`src/rtl/tcap_pkg.sv`:
```
package tcap_pkg;

  typedef enum logic {
    POL_RISE = 1'b0,
    POL_FALL = 1'b1
  } pol_e;

  // number of qualified edges per capture, minus one
  function automatic int unsigned div_quota(input int unsigned code);
    return (32'd1 << code) - 32'd1;
  endfunction

endpackage

```
`src/rtl/tcap_in_front.sv`:
```
module tcap_in_front #(
  parameter int NUM_PINS    = 3,
  parameter int SYNC_STAGES = 2
) (
  input  logic                clk,
  input  logic                rst,
  input  logic [NUM_PINS-1:0] pins,
  input  logic                xor_sel,
  output logic                lvl
);

  logic [NUM_PINS-1:0] synced;

  genvar g;
  generate
    for (g = 0; g < NUM_PINS; g++) begin : g_sync
      logic [SYNC_STAGES-1:0] stg;
      always_ff @(posedge clk) begin
        if (rst) stg <= '0;
        else     stg <= {stg[SYNC_STAGES-2:0], pins[g]};
      end
      assign synced[g] = stg[SYNC_STAGES-1];
    end
  endgenerate

  always_comb begin
    if (xor_sel) lvl = ^synced;
    else         lvl = synced[0];
  end

endmodule

```
`src/rtl/tcap_glitch_filter.sv`:
```
module tcap_glitch_filter #(
  parameter int FILT_W = 4
) (
  input  logic              clk,
  input  logic              rst,
  input  logic              din,
  input  logic [FILT_W-1:0] setting,
  output logic              dout
);

  logic [FILT_W-1:0] run_cnt;

  always_ff @(posedge clk) begin
    if (rst) begin
      dout    <= 1'b0;
      run_cnt <= '0;
    end else if (setting == '0) begin
      dout    <= din;
      run_cnt <= '0;
    end else if (din == dout) begin
      run_cnt <= '0;
    end else if (run_cnt >= setting) begin
      dout    <= din;
      run_cnt <= '0;
    end else begin
      run_cnt <= run_cnt + 1'b1;
    end
  end

endmodule

```
`src/rtl/tcap_edge_div.sv`:
```
module tcap_edge_div
  import tcap_pkg::*;
#(
  parameter int DIV_W = 2
) (
  input  logic             clk,
  input  logic             rst,
  input  logic             lvl,
  input  logic             pol,
  input  logic             en,
  input  logic [DIV_W-1:0] div,
  output logic             cap_evt
);

  localparam int ECW = (1 << DIV_W) - 1;

  logic           prev;
  logic           qual;
  logic [ECW-1:0] ecnt;
  logic [ECW-1:0] quota;

  always_comb begin
    quota = ECW'(div_quota(32'(div)));
    if (pol == POL_FALL) qual = prev & ~lvl;
    else                 qual = lvl & ~prev;
    cap_evt = en & qual & (ecnt >= quota);
  end

  always_ff @(posedge clk) begin
    if (rst) begin
      prev <= 1'b0;
      ecnt <= '0;
    end else begin
      prev <= lvl;
      if (!en)
        ecnt <= '0;
      else if (qual)
        ecnt <= (ecnt >= quota) ? '0 : ecnt + 1'b1;
    end
  end

endmodule

```
`src/rtl/tcap_channel.sv`:
```
module tcap_channel #(
  parameter int NUM_PINS    = 3,
  parameter int SYNC_STAGES = 2,
  parameter int CNT_W       = 16,
  parameter int FILT_W      = 4,
  parameter int DIV_W       = 2
) (
  input  logic                clk,
  input  logic                rst,
  input  logic [NUM_PINS-1:0] in_pins,
  input  logic [CNT_W-1:0]    counter,
  input  logic                chan_en,
  input  logic                xor_sel,
  input  logic                edge_pol,
  input  logic [FILT_W-1:0]   filt_sel,
  input  logic [DIV_W-1:0]    div_sel,
  input  logic                irq_en,
  input  logic                dma_en,
  input  logic                clr_cap_flag,
  input  logic                clr_ovr_flag,
  input  logic                rd_cap,
  output logic [CNT_W-1:0]    cap_value,
  output logic                cap_flag,
  output logic                ovr_flag,
  output logic                irq_req,
  output logic                dma_req
);

  logic raw_lvl;
  logic filt_lvl;
  logic cap_evt;

  tcap_in_front #(
    .NUM_PINS    (NUM_PINS),
    .SYNC_STAGES (SYNC_STAGES)
  ) u_front (
    .clk     (clk),
    .rst     (rst),
    .pins    (in_pins),
    .xor_sel (xor_sel),
    .lvl     (raw_lvl)
  );

  tcap_glitch_filter #(
    .FILT_W (FILT_W)
  ) u_filt (
    .clk     (clk),
    .rst     (rst),
    .din     (raw_lvl),
    .setting (filt_sel),
    .dout    (filt_lvl)
  );

  tcap_edge_div #(
    .DIV_W (DIV_W)
  ) u_edge (
    .clk     (clk),
    .rst     (rst),
    .lvl     (filt_lvl),
    .pol     (edge_pol),
    .en      (chan_en),
    .div     (div_sel),
    .cap_evt (cap_evt)
  );

  always_ff @(posedge clk) begin
    if (rst) begin
      cap_value <= '0;
      cap_flag  <= 1'b0;
      ovr_flag  <= 1'b0;
      irq_req   <= 1'b0;
      dma_req   <= 1'b0;
    end else begin
      irq_req <= cap_evt & irq_en;
      dma_req <= cap_evt & dma_en;
      if (cap_evt) begin
        cap_value <= counter;
        cap_flag  <= 1'b1;
        if (cap_flag) ovr_flag <= 1'b1;
        else if (clr_ovr_flag) ovr_flag <= 1'b0;
      end else begin
        if (clr_cap_flag || rd_cap) cap_flag <= 1'b0;
        if (clr_ovr_flag)           ovr_flag <= 1'b0;
      end
    end
  end

endmodule

```
`config.mk`:
```
export PLATFORM = sky130hd
export DESIGN_NAME = tcap_channel
export DESIGN_NICKNAME = d
export VERILOG_FILES = /design/src/rtl/tcap_pkg.sv /design/src/rtl/tcap_in_front.sv /design/src/rtl/tcap_glitch_filter.sv /design/src/rtl/tcap_edge_div.sv /design/src/rtl/tcap_channel.sv
export SDC_FILE = /design/constraint.sdc
export NUM_CORES = 1
export LEC_CHECK = 0
export ABC_AREA = 0
export BUFFER_PORTS_ARGS = -buffer_cell sky130_fd_sc_hd__buf_2
export CAP_MARGIN = 5
export CELL_PAD_IN_SITES_DETAIL_PLACEMENT = 2
export CELL_PAD_IN_SITES_GLOBAL_PLACEMENT = 2
export CORE_ASPECT_RATIO = 0.8
export CORE_MARGIN = 3
export CORE_UTILIZATION = 32
export CTS_BUF_LIST = sky130_fd_sc_hd__clkbuf_8
export DETAILED_ROUTE_END_ITERATION = 12
export PLACE_DENSITY = 0.9
export RECOVER_POWER = 25
export SKIP_CTS_REPAIR_TIMING = 1
export SYNTH_ARGS = -nofsm -noshare
export SYNTH_HDL_FRONTEND = slang
export SYNTH_HIERARCHICAL = 1
export SYNTH_SLANG_ARGS = --single-unit
export TNS_END_PERCENT = 1
```
`constraint.sdc`:
```
create_clock -name clk -period 4.5 [get_ports clk]
set_input_delay 0.45 -clock clk [delete_from_list [all_inputs] [get_ports clk]]
set_output_delay 0.45 -clock clk [all_outputs]
set_load 0.02 [all_outputs]
```
==> results of run 1 <==
==> final cells by class <==
cell class / count / area (um2)
sequential: 35 / 701
multi-input combinational: 97 / 694
fill: 490 / 2420
clock inverter: 3 / 43.8
clock buffer: 5 / 68.8
tap: 57 / 71.3
inverter: 12 / 45.0
timing repair buffer: 54 / 262
==> report_power, final <==
| part | internal [uW] | switching [uW] |
|---|---|---|
| clock | 165 | 121 |
| sequential | 314 | 2.22 |
| combinational | 21.2 | 21.7 |
| total | 500 | 145 |
==> final timing paths <==
path	from	endpoint	slack [ps]
setup / recovery	div_sel[1]	cap_value[3]	1940
hold reg to reg	u_front/g_sync[1].stg[0]	u_front/g_sync[1].stg[1]	440
setup reg to reg	u_edge/ecnt[0]	cap_value[3]	2080
hold / removal	rd_cap	cap_flag	350
==> registers in the layout (all words and copies together) (netlist names) <==
signal / flops
cap_value: 16
dma_req: 1
u_front/g_sync.stg: 6
ovr_flag: 1
irq_req: 1
u_filt/run_cnt: 4
cap_flag: 1
u_edge/prev: 1
u_filt/dout: 1
u_edge/ecnt: 3
==> layer usage <==
layer  global-route usage  wire length, um
met5                    0                0
met4               0.0788              110
met3               0.0365              143
met2                0.276             2110
met1                0.173             1610
==> worst max-delay path: stages <==
cell	delay, ps
buf_2	110
or2_2	290
ha_1	270
nand2b_1	110
a31oi_2	150
nor2_2	900
mux2i_1	290
nor2_1	90
==> synth_stat cells <==
library cell and instances:
nand3b_1 2, xnor2_1 3, a31oi_2 1, o21ai_0 1, nand4b_1 1, buf_2 2
o41ai_1 3, ha_1 9, dfxtp_1 35, inv_1 12, a21oi_1 2, o22ai_1 2
nand2b_1 4, buf_12 1, a21oi_2 1, nand3_1 1, mux2i_1 16, buf_6 1
o211ai_2 1, nor2_1 25, a21o_1 1, a311oi_2 1, nand2_1 9, nor2b_1 8
o21ai_2 1, o211ai_1 1, or2_2 1, or4_4 1, xor2_1 2
==> cell families after synthesis <==
kind of cell / synth area share
AOI/OAI and AO/OA: 0.0854
xor gates and xnor gates: 0.0296
adders and majority gates: 0.0761
buffers and inverters: 0.0584
DFF: 0.474
muxes: 0.108
and+or+nand+nor: 0.168
==> through the flow <==
step | area (um2) | std cells | total power [uW] | hold WS, ps
global route | 1890 | 263 | 675 | 342
global placement | 1780 | 255 | 364 | 417
finish | 1890 | 263 | 644 | 347
CTS | 1890 | 263 | 653 | 340
floorplan | 1480 | 148 | 344 | 414
detailed placement | 1780 | 255 | 366 | 430
==> run_results.csv, run 1 <==
group,metric,value,unit
run_status,status,"completed",
drt,route.detailed.wl_per_inst,15.1,um
floorplan,core-area,4310,um2
flow_run,maxCapViolCount,0,
synthesis,yosys.area.top_type,"dfxtp_1",
floorplan,num_rows,21,
clock_tree,cts_tree,"built",
power_and_ir_drop,p_leak,0.000830,uW
setup_path,crit_path_start_kind,"input pin",
clock_tree,cts_buffers,5,
setup_path,critical_path_class,"input pin to register",
timing,fin_skew,7.32,ps
cells_and_area,final_cell_mix,"buf_2 (47), dfxtp_1 (35), nor2_1 (24)",
floorplan,pin_count,55,
global_route,overflow,0,
timing,fin_crit_sh,0.569,
timing,setup_ws,1940,ps
floorplan,initial_core_util,0.343,
timing,setup-tns-final,0,ps
drt,drcViolationCount,0,
global_route,antenna_found_initial,0,
synthesis,yosys_warnings,6,
placed_design,routabilityCongestion,0.778,
drt,viasPerCell,4.68,
setup_path,critPathArrivalTime,2660,ps
cells_and_area,final_util,0.438,
global_route,grt_pass1_wl,6350,um
timing,setup_viol,0,
cells_and_area,final_nets,249,
setup_path,path_max_fanout,18,
floorplan,die_x,82.0,um
floorplan,dieArea,5480,um2
cells_and_area,antenna_cells,0,
clock_tree,clockBufferDepth,2,
synthesis,syn_area,1480,um2
synthesis,synth-seq-cells,35,
drt,vias,1230,
clock_tree,numClockSinks,35,
cells_and_area,layout_commonest_cell,"buf_2",
cells_and_area,area_growth,27.5,%
drt,drt_iter0_markers,38,
synthesis,syn_inst,148,
synthesis,synth.area.top_cells,"dfxtp_1 (47%), mux2i_1 (11%), ha_1 (7.6%)",
global_route,grt_pass1_vias,1348,
setup_path,cp-end-kind,"register",
global_route,grt_usage,0.156,
timing,min_period,2560,ps
timing,max_freq,391,MHz
drt,drtAntennaViolNets,0,
power_and_ir_drop,powerDensity,342,nW/um2
synthesis,synth.top_cell.area_share,0.474,
global_route,grt_max_degree,32,
hold_path,worstHoldPathType,"input pin to register",
timing,maxSlewViolCount,0,
clock_tree,root_buffer,"clkbuf_8",
floorplan,die_h,66.8,um
timing,hold_viol_final,0,
setup_path,reg2regPathDepth,7,
hold_path,hold_depth,2,
placed_design,hpwl,3030,um
timing,worstMarginPinSlew,1330,ps
cells_and_area,drive_above_1_share,0.306,
clock_tree,clk_latency,290,ps
synthesis,syn_area_per_cell,9.99,um2
synthesis,yosysUniqueCellTypes,29,
clock_tree,cts.reportedPaths.clkPinSlew,80,ps
drt,routed_wl,3980,um
placed_design,port_buffers,54,
timing,max_slew_margin,0.112,
placed_design,dp_worst_setup_slack,1700,ps
synthesis,syn_nets,192,
synthesis,ys_seq_area_frac,0.474,
drt,dr.pass1.iters,4,
clock_tree,htree_levels,2,
setup_path,required,4600,ps
timing,rsz0062_at_grt,"false",
power_and_ir_drop,vdd_ir_drop_max,0.179,mV
Power figures use the tool's default switching activity.
==> inputs of run 2 (changes only) <==
Settings changed: CORE_UTILIZATION 32 to 27, PLACE_DENSITY 0.9 to 0.82.
Clock period 4.5 ns to 2.1 ns, I/O delays scaled along.
==> run_results.csv, run 2 (synthesized netlist as in run 1, its figures left out) <==
group,metric,value,unit
drt,drcViolationCount,0,
placed_design,hpwl,3150,um
power_and_ir_drop,powerDensity,724,nW/um2
floorplan,dieArea,6410,um2
timing,hold_viol_final,0,
drt,route.detailed.wl_per_inst,14.2,um
cells_and_area,final_nets,252,
setup_path,critPathTopFamily,"flip-flops",
placed_design,port_buffers,54,
cells_and_area,area_growth,30.6,%
drt,viasPerCell,4.60,
cells_and_area,final_cells,271,
setup_path,cp_num_buf_inv,2,
clock_tree,cts_buffers,5,
global_route,grt_usage,0.124,
clock_tree,htree_levels,2,
clock_tree,clockBufferDepth,2,
global_route,overflow,0,
power_and_ir_drop,fin_total_pwr,1400,uW
drt,vias,1246,
timing,fin_skew,7.46,ps
cells_and_area,antenna_cells,0,
floorplan,core-area,5150,um2
power_and_ir_drop,pwr-share-seq,0.484,
placed_design,dp_worst_setup_slack,209,ps
run_status,status,"completed",
global_route,grt_max_degree,20,
hold_path,worstHoldPathType,"input pin to register",
floorplan,num_rows,23,
power_and_ir_drop,power.share.clock,0.448,
timing,maxSlewViolCount,0,
power_and_ir_drop,p_comb_frac,0.068,
setup_path,max_stage_delay,370,ps
clock_tree,root_buffer,"clkbuf_8",
power_and_ir_drop,p_sw_frac,0.210,
clock_tree,numClockSinks,35,
drt,drtAntennaViolNets,0,
timing,setup-tns-final,0,ps
cells_and_area,drive_above_1_share,0.316,
cells_and_area,top_regs,"cap_value: 16 flops, u_front/g_sync.stg: 6 flops, u_filt/run_cnt: 4 flops",
setup_path,path_max_fanout,18,
setup_path,required,2270,ps
floorplan,pin_count,55,
global_route,grt_pass1_vias,1304,
timing,max_freq,582,MHz
setup_path,crit_path_start_kind,"register",
timing,setup_viol,0,
flow_run,maxCapViolCount,0,
cells_and_area,fillers,582,
placed_design,routabilityCongestion,0.703,
timing,setup_ws,382,ps
setup_path,slowest_stage,"dfxtp_1",
timing,rsz0062_at_grt,"false",
clock_tree,cts.reportedPaths.clkPinSlew,70,ps
clock_tree,clk_latency,280,ps
floorplan,die_h,72.2,um
power_and_ir_drop,internal_power,1100,uW
timing,fin_crit_sh,0.818,
setup_path,cp-end-kind,"register",
clock_tree,cts_tree,"built",
setup_path,critical_path_class,"register to register",
floorplan,initial_core_util,0.287,
timing,worstMarginPinSlew,596,ps
global_route,antenna_found_initial,0,
cells_and_area,layout_commonest_cell,"buf_2",
cells_and_area,final_cell_mix,"buf_2 (47), dfxtp_1 (35), nor2_1 (24)",
placed_design,dp_cells,263,
timing,min_period,1720,ps
floorplan,die_x,88.7,um
power_and_ir_drop,p_leak,0.000851,uW
setup_path,path_cells,"inv_1 > ha_1 > nand2b_1 > a31oi_2 > nor2_2 > buf_12 > mux2i_1 > nor2_1",
drt,dr.pass1.iters,4,
cells_and_area,regMostFlops,"cap_value",
setup_path,critPathArrivalTime,1880,ps
global_route,grt_pass1_wl,6170,um
drt,drt_iter0_markers,32,
drt,routed_wl,3860,um
power_and_ir_drop,vdd_ir_drop_max,0.217,mV
power_and_ir_drop,power.switching,294,uW
timing,max_slew_margin,0.603,
cells_and_area,largest_reg_flops,16,
run 2: cell count changes in the layout (fill, tap and decap cells not counted), sizes merged:
cell    delta
clkbuf     +1
clkinv     -1
buf        +3
run 2: worst paths after layout:
kind / startpoint / to / slack (ps) / cells after the start
max: u_edge/ecnt[0] / cap_value[13] / 380 / 8
min: clr_cap_flag / cap_flag / 110 / 2
max reg2reg: u_edge/ecnt[0] / cap_value[13] / 380 / 8
min reg2reg: u_front/g_sync[0].stg[0] / u_front/g_sync[0].stg[1] / 450 / 1
run 2: routing by layer:
layer / up-vias / track usage / wire [um] / part of all wire
li1: 614 / - / - / -
met1: 608 / 0.153 / 1600 / 0.42
met2: 22 / 0.222 / 2120 / 0.55
met3: 2 / 0.0204 / 116 / 0.030
met4: 0 / 0.0352 / 23 / 0.0060
met5: - / 0 / 0 / 0
run 2: power by group through the flow:
| stage | combinational [uW] | clock [uW] | sequential [uW] |
|---|---|---|---|
| floorplan | 45.5 | 0 | 692 |
| global route | 108 | 692 | 678 |
| global placement | 92.6 | 0 | 692 |
| CTS | 98.4 | 650 | 677 |
| finish | 95.1 | 626 | 677 |
| detailed placement | 97.5 | 0 | 693 |
run 2: per-stage QoR:
stage          hold slack, ps  instance area [um2]  utilization
2_1_floorplan             282                 1480            -
3_3_place_gp              402                 1820        0.354
3_5_place_dp              413                 1820        0.354
4_1_cts                   105                 1940        0.377
5_1_grt                   104                 1930        0.375
6_report                  113                 1930        0.375
run 2: final cells by class:
type / count / area [um2] / share of cell area
flip-flops and latches: 35 / 701 / 0.363
inverters: 12 / 45.0 / 0.0233
clock buffers: 6 / 82.6 / 0.0427
multi-input cells: 97 / 694 / 0.359
clock inverters: 2 / 35.0 / 0.0181
well taps: 62 / 77.6 / 0.0402
repair buffers: 57 / 297 / 0.153
